===== config.mk =====
export PLATFORM = sky130hd
export DESIGN_NAME = xlat_cache
export DESIGN_NICKNAME = d
export VERILOG_FILES = /design/src/rtl/xlc_pkg.sv /design/src/rtl/xlc_set_hash.sv /design/src/rtl/xlc_way_cmp.sv /design/src/rtl/xlat_cache.sv
export SDC_FILE = /design/constraint.sdc
export NUM_CORES = 2
export LEC_CHECK = 0
export CAP_MARGIN = 20
export CORE_MARGIN = 3
export CORE_UTILIZATION = 57
export DETAILED_ROUTE_END_ITERATION = 6
export PLACE_DENSITY = 0.81
export REMOVE_ABC_BUFFERS = 1
export SETUP_SLACK_MARGIN = 0.5
export SYNTH_ARGS = -nofsm -noshare
export SYNTH_HDL_FRONTEND = slang
export SYNTH_SLANG_ARGS = --single-unit

===== constraint.sdc =====
create_clock -name clk -period 14 [get_ports clk]
set_input_delay 4.2 -clock clk [delete_from_list [all_inputs] [get_ports clk]]
set_output_delay 4.2 -clock clk [all_outputs]
set_load 0.02 [all_outputs]

===== src/rtl/xlc_pkg.sv =====
package xlc_pkg;

    localparam int XLC_SET_W = 3;
    localparam int XLC_SETS  = 1 << XLC_SET_W;
    localparam int XLC_WAYS  = 2;
    localparam int XLC_NCNT  = XLC_SETS * XLC_WAYS;

    // Fold masks, index = set-index bit they produce
    localparam logic [XLC_SET_W-1:0][31:0] XLC_FOLD_MASK = {
        32'hAAAAAAAA,   // bit 2: odd page-number bits
        32'h55555555,   // bit 1: even page-number bits
        32'hCCCCCCCC    // bit 0: upper half of every nibble
    };

    function automatic logic xlc_fold(input logic [31:0] v, input logic [31:0] m);
        return ^(v & m);
    endfunction

endpackage


===== src/rtl/xlc_set_hash.sv =====
module xlc_set_hash
    import xlc_pkg::*;
#(
    parameter int VPN_W = 20
) (
    input  logic [VPN_W-1:0]     vpn,
    output logic [XLC_SET_W-1:0] set_idx
);

    logic [31:0] vpn_ext;
    assign vpn_ext = 32'(vpn);

    for (genvar b = 0; b < XLC_SET_W; b++) begin : g_fold
        assign set_idx[b] = xlc_fold(vpn_ext, XLC_FOLD_MASK[b]);
    end

endmodule


===== src/rtl/xlc_way_cmp.sv =====
module xlc_way_cmp #(
    parameter int TAG_W = 21,
    parameter int PPN_W = 20,
    parameter int WAYS  = 2,
    localparam int WAY_W = (WAYS > 1) ? $clog2(WAYS) : 1
) (
    input  logic [WAYS-1:0][TAG_W-1:0] tags,
    input  logic [WAYS-1:0][PPN_W-1:0] ppns,
    input  logic [TAG_W-1:0]           key,
    output logic                       hit,
    output logic [WAY_W-1:0]           way,
    output logic [PPN_W-1:0]           ppn
);

    logic [WAYS-1:0] eq;

    for (genvar w = 0; w < WAYS; w++) begin : g_eq
        assign eq[w] = (tags[w] == key);
    end

    // Lowest-numbered matching way wins
    always_comb begin
        way = '0;
        for (int w = WAYS - 1; w >= 0; w--) begin
            if (eq[w]) way = WAY_W'(w);
        end
    end

    assign hit = |eq;
    assign ppn = ppns[way];

endmodule


===== src/rtl/xlat_cache.sv =====
module xlat_cache
    import xlc_pkg::*;
#(
    parameter int VA_W       = 32,
    parameter int PAGE_SHIFT = 12,
    parameter int CNT_W      = 16,
    localparam int VPN_W     = VA_W - PAGE_SHIFT
) (
    input  logic                      clk,
    input  logic                      rst_n,
    input  logic                      flush,
    input  logic                      lk_valid,
    input  logic [VA_W-1:0]           lk_vaddr,
    output logic                      lk_ready,
    output logic                      lk_hit,
    output logic                      lk_miss,
    output logic [VA_W-1:0]           lk_paddr,
    input  logic                      fill_valid,
    input  logic [VPN_W-1:0]          fill_ppn,
    output logic [XLC_NCNT*CNT_W-1:0] hit_cnt,
    output logic [XLC_NCNT*CNT_W-1:0] miss_cnt
);

    // One spare tag bit: real tags carry a 0 there, invalid is all ones
    localparam int TAG_W = VPN_W + 1;
    localparam int IDX_W = $clog2(XLC_NCNT);

    typedef struct packed {
        logic [XLC_SETS-1:0][XLC_WAYS-1:0][TAG_W-1:0] tag;
        logic [XLC_SETS-1:0][XLC_WAYS-1:0][VPN_W-1:0] ppn;
        logic [XLC_SETS-1:0]                          ptr;
        logic                                         pend;
        logic [XLC_SET_W-1:0]                         pset;
        logic                                         pway;
        logic [VPN_W-1:0]                             pvpn;
        logic [XLC_NCNT-1:0][CNT_W-1:0]               hits;
        logic [XLC_NCNT-1:0][CNT_W-1:0]               misses;
    } state_t;

    state_t s_d, s_q;

    logic [VPN_W-1:0]     vpn;
    logic [XLC_SET_W-1:0] set_idx;
    logic                 match;
    logic                 mway;
    logic [VPN_W-1:0]     mppn;
    logic                 accept;
    logic                 victim;
    logic [IDX_W-1:0]     hit_slot;
    logic [IDX_W-1:0]     miss_slot;

    assign vpn = lk_vaddr[VA_W-1:PAGE_SHIFT];

    xlc_set_hash #(
        .VPN_W (VPN_W)
    ) u_hash (
        .vpn     (vpn),
        .set_idx (set_idx)
    );

    xlc_way_cmp #(
        .TAG_W (TAG_W),
        .PPN_W (VPN_W),
        .WAYS  (XLC_WAYS)
    ) u_cmp (
        .tags (s_q.tag[set_idx]),
        .ppns (s_q.ppn[set_idx]),
        .key  ({1'b0, vpn}),
        .hit  (match),
        .way  (mway),
        .ppn  (mppn)
    );

    assign lk_ready  = ~s_q.pend & ~flush;
    assign accept    = lk_valid & lk_ready;
    assign lk_hit    = accept & match;
    assign lk_miss   = accept & ~match;
    assign lk_paddr  = lk_hit ? {mppn, lk_vaddr[PAGE_SHIFT-1:0]} : '0;
    assign victim    = s_q.ptr[set_idx];
    assign hit_slot  = {set_idx, mway};
    assign miss_slot = {set_idx, victim};

    always_comb begin
        s_d = s_q;
        if (flush) begin
            s_d.tag  = '1;
            s_d.ptr  = '0;
            s_d.pend = 1'b0;
        end else begin
            if (s_q.pend && fill_valid) begin
                s_d.tag[s_q.pset][s_q.pway] = {1'b0, s_q.pvpn};
                s_d.ppn[s_q.pset][s_q.pway] = fill_ppn;
                s_d.ptr[s_q.pset]           = ~s_q.pway;
                s_d.pend                    = 1'b0;
            end
            if (lk_hit) begin
                s_d.ptr[set_idx]  = ~mway;
                s_d.hits[hit_slot] = s_q.hits[hit_slot] + CNT_W'(1);
            end
            if (lk_miss) begin
                s_d.pend             = 1'b1;
                s_d.pset             = set_idx;
                s_d.pway             = victim;
                s_d.pvpn             = vpn;
                s_d.misses[miss_slot] = s_q.misses[miss_slot] + CNT_W'(1);
            end
        end
    end

    always_ff @(posedge clk) begin
        if (!rst_n) begin
            s_q     <= '0;
            s_q.tag <= '1;
        end else begin
            s_q <= s_d;
        end
    end

    assign hit_cnt  = s_q.hits;
    assign miss_cnt = s_q.misses;

endmodule


==> flow_results.org <==
** Timing
- Transition time at the pin with the least slew margin :: 1.17 ns
- The clock arrives with 0.0589 ns of skew.
- Worst-case headroom to the max-slew limit :: 0.220
- On the final layout, the worst hold slack is 0.447 ns.
- Final period demand of the worst path :: 13.44 ns
- Setup repair after global routing could not meet its margin everywhere.
- The number of hold violations in the final report is 0.
- Share of the cycle needed by the critical path after routing :: 0.960
- Setup violations remaining at the end of the flow were counted as 0.
- Fmax :: 74.4 MHz
- Number of pins with negative max-slew slack in the final report :: 0
- After routing, the total negative slack on setup checks comes to 0 ns.

** Worst setup path
- The slowest stage of the critical path belongs to the cell sky130_fd_sc_hd__nand3_2.
- The critical path in this run is classified as primary input to output pin.
- CP dominant cell by count :: sky130_fd_sc_hd__clkdlybuf4s50_1
- List of cells traversed by the critical path :: clkdlybuf4s50_1 > xor3_2 > xor2_4 > xnor2_2 > nand3_2 > o22ai_1 > nor4_1 > xor2_1 > nor4_2 > nand4_1 > buf_4 > a21oi_4 > buf_12 > and2_1 > clkdlybuf4s50_1
- For this run, the slowest stage of the critical path takes 0.62 ns.
- STA classifies the critical path endpoint as an output pin.
- The critical path runs through a total of 15 cells.
- Family with the most delay on the worst path :: buffers and inverters
- STA classifies the critical path startpoint as a primary input.
- For the worst setup path, the data required time is 9.80 ns.
- At the worst endpoint, the arrival time is 9.24 ns.
- Buf+Inv Stages, Crit Path :: 4
- Worst r2r path cells :: 18
- In this run the worst path has a maximum fanout of 19.

** Placed design
- In this run, placement finished with an instance count of 7521.
- Input and output buffers added on the ports amount to 603.
- The congestion estimate from routability-driven global placement came to 0.932.
- Placed wire-length estimate :: 129 mm

** Hold path
- The min-delay analysis places its worst path in the category flop to flop.
- The worst hold path passes through 2 cells.

** Flow run
- Number of violations of the max-capacitance limit :: 0

** CTS
- The root buffer cell chosen for the clock tree is sky130_fd_sc_hd__clkbuf_16.
- Skew-Pair Late Insertion Delay :: 0.77 ns
- Number of buffers on the longest clock path :: 3
- For this design, the CTS-stage hold fixing added 0 buffers.
- TritonCTS created 120 clock buffers.
- Clock Pin Slew Worst Setup and Hold Paths :: 0.06 ns
- The tree built by TritonCTS fans out to 1201 sinks.
- TritonCTS built the clock tree.
- The H-tree was split into 3 levels.

** Finish
- Area of the multi-input gates :: 24300 µm²
- The net count of the finished layout is 6495.
- Register Area :: 24000 µm²
- Post-Layout Cell Count :: 7792
- The layout has 7418 filler cells.
- Of the cells placed in the final design, the portion with a size suffix greater than 1 is 0.109.
- The area growth from synthesis to layout is 14.4%.
- Core occupancy in the finished layout :: 0.662

** Logic synthesis
- The share of synthesized area in the top cell type comes to 0.443.
- In the synthesized netlist the async set-or-reset flop fraction comes to 0.
- After synthesis, the netlist uses 73 different library cells.
- After synthesis, the most frequently instantiated cells are 1445 x sky130_fd_sc_hd__nand2_1, 1201 x sky130_fd_sc_hd__dfxtp_1, 592 x sky130_fd_sc_hd__a21oi_1.
- Netlist Area Pre-Place :: 54300 µm²
- Count of state elements after synthesis :: 1201
- Cells taking the most area after synthesis :: sky130_fd_sc_hd__dfxtp_1 44%, sky130_fd_sc_hd__nand2_1 10%, sky130_fd_sc_hd__buf_4 7.2%
- Flip-flop cell with the highest count after synthesis :: sky130_fd_sc_hd__dfxtp_1
- The most common cell in the synthesized netlist is sky130_fd_sc_hd__nand2_1.
- For this run, the register share of the synthesized area comes to 0.443.
- After technology mapping, the gate count stands at 6609.
- The largest total area in the synthesized netlist belongs to sky130_fd_sc_hd__dfxtp_1.
- Mean instance size in the synthesized netlist :: 8.22 µm²
- Count of flip-flops with a built-in enable after synthesis :: 0
- Total number of yosys warnings :: 0

** Global routing
- Vias in the first global route :: 47400
- The number of antenna violations at the first check in global routing came to 8.
- The first global-routing pass estimated 304 mm of wire.
- Global route total overflow :: 0
- In the global route stage, overall resource usage came out at 0.399.
- Pin count of the biggest net entering global routing :: 214

** Floorplanning
- Pin placement for this block handled 604 I/O pins.
- For this configuration, the core starts out at a cell density of 0.578.
- Area of the core :: 93900 µm²
- The floorplan step set the die height to 315 µm.
- The initialized floorplan defines 112 standard-cell rows.
- Die span in x :: 315 µm
- Die Area :: 99000 µm²

** Power
- The internal portion of the total power is 5.97 mW.
- Of the total power, the clock network draws 0.378.
- The analysis attributes to net switching a power of 2.81 mW.
- Of the total power, registers draw 0.397.
- Max VDD drop :: 121 µV
- Of the total power, combinational logic draws 0.225.
- Total chip power :: 8.78 mW
- In this run the power density over the cells is 141 nW/µm².
- The analysis attributes to cell leakage a power of 23.0 nW.
- Of the total power, the share spent switching nets is 0.320.

** Route
- After detailed routing, the number of remaining DRC violations is 9.
- Average wire length per cell after detail routing :: 26.6 µm
- Using the TritonRoute via totals, the vias-per-cell ratio works out to 6.53.
- Count of vias placed by the detailed router :: 50900
- In this run, the number of DRC markers left after iteration 0 of detailed routing was 7821.
- Detailed-routing iteration count for the pre-antenna-repair pass :: 7
- Final antenna-violating net count :: 0
- Final wirelength :: 207 mm

** Status
- The checks that failed: design-rule violations.
- Result of the run :: complete, but fails checks
[metal layers]
metal	GRT usage	routed length [µm]
met1	0.510	74800
met2	0.597	89800
met3	0.123	28400
met4	0.229	14300
met5	0	69
[cells in the final DEF, fill, tap and decap left out, types with 116 or more instances in the layout]
master                            instances
sky130_fd_sc_hd__nand3_1                325
sky130_fd_sc_hd__a211oi_1               158
sky130_fd_sc_hd__o21ai_0                312
sky130_fd_sc_hd__o22ai_1                284
sky130_fd_sc_hd__clkdlybuf4s50_1        570
sky130_fd_sc_hd__buf_4                  211
sky130_fd_sc_hd__a21oi_1                591
sky130_fd_sc_hd__clkbuf_16              121
sky130_fd_sc_hd__nor2_1                 367
sky130_fd_sc_hd__mux4_2                 116
sky130_fd_sc_hd__dfxtp_1               1201
sky130_fd_sc_hd__nand2_1               1445
[worst min-delay path, stage by stage, from the launching register on]
cell and delay [ns]:
sky130_fd_sc_hd__dfxtp_1 0.31, sky130_fd_sc_hd__nand2_1 0.05, sky130_fd_sc_hd__nand2_1 0.04
[logic make-up (layout without fill, tap and decap cells)]
family          Yosys count  count (layout)  synth area share
compound gates         1505            1505             0.163
xor+xnor                 72              73            0.0160
fa+ha+maj                 2               2          0.000461
buf+inv                1161            1083             0.119
flops                  1201            1201             0.443
mux                     222             222            0.0678
other cells               0               1                 0
simple gates           2446            2451             0.191
[stage by stage]
step	area [µm²]	setup WS [ns]
after floorplan	47900	-28.66
after global placement	57300	0.0590
after detailed placement	57300	-0.0643
after CTS	61800	0.509
after global routing	62100	0.400
final	62100	0.558
[path summary, 6_finish.rpt]
kind | start | to | slack, ns
hold reg to reg | s_q[1074] | s_q[1074] | 0.45
hold / removal | s_q[1074] | s_q[1074] | 0.45
setup / recovery | lk_vaddr[12] | lk_paddr[7] | 0.56
setup reg to reg | s_q[904] | hit_cnt[79] | 7.26
[repair_timing]
action,in CTS,in global routing
endpoints found under the setup margin,34,34
gates resized for setup,26,40
buffers inserted,24,11
pin swaps,4,10
cloned,4,3
[power groups by stage]
| stage | logic, mW | clock network (mW) | registers (mW) |
|---|---|---|---|
| after floorplan | 0.998 | 0 | 3.58 |
| after global placement | 1.78 | 0 | 3.56 |
| after detailed placement | 1.79 | 0 | 3.56 |
| after CTS | 1.86 | 3.31 | 3.48 |
| after global routing | 2.02 | 3.44 | 3.49 |
| final | 1.97 | 3.32 | 3.49 |
[layout make-up]
type | instances | area share
Clock buffer | 173 | 0.0559
Antenna cell | 1 | 0.0000403
Inverter | 27 | 0.00175
Clock inverter | 50 | 0.00963
Timing Repair Buffer | 833 | 0.129
Multi-Input combinational cell | 4253 | 0.391
Tap cell | 1254 | 0.0253
Sequential cell | 1201 | 0.387
[state kept, by name, summed over array words and instances, names as in the netlist]
register / flops
s_q: 689
hit_cnt: 256
miss_cnt: 256
(Power assumes the default switching activity.)
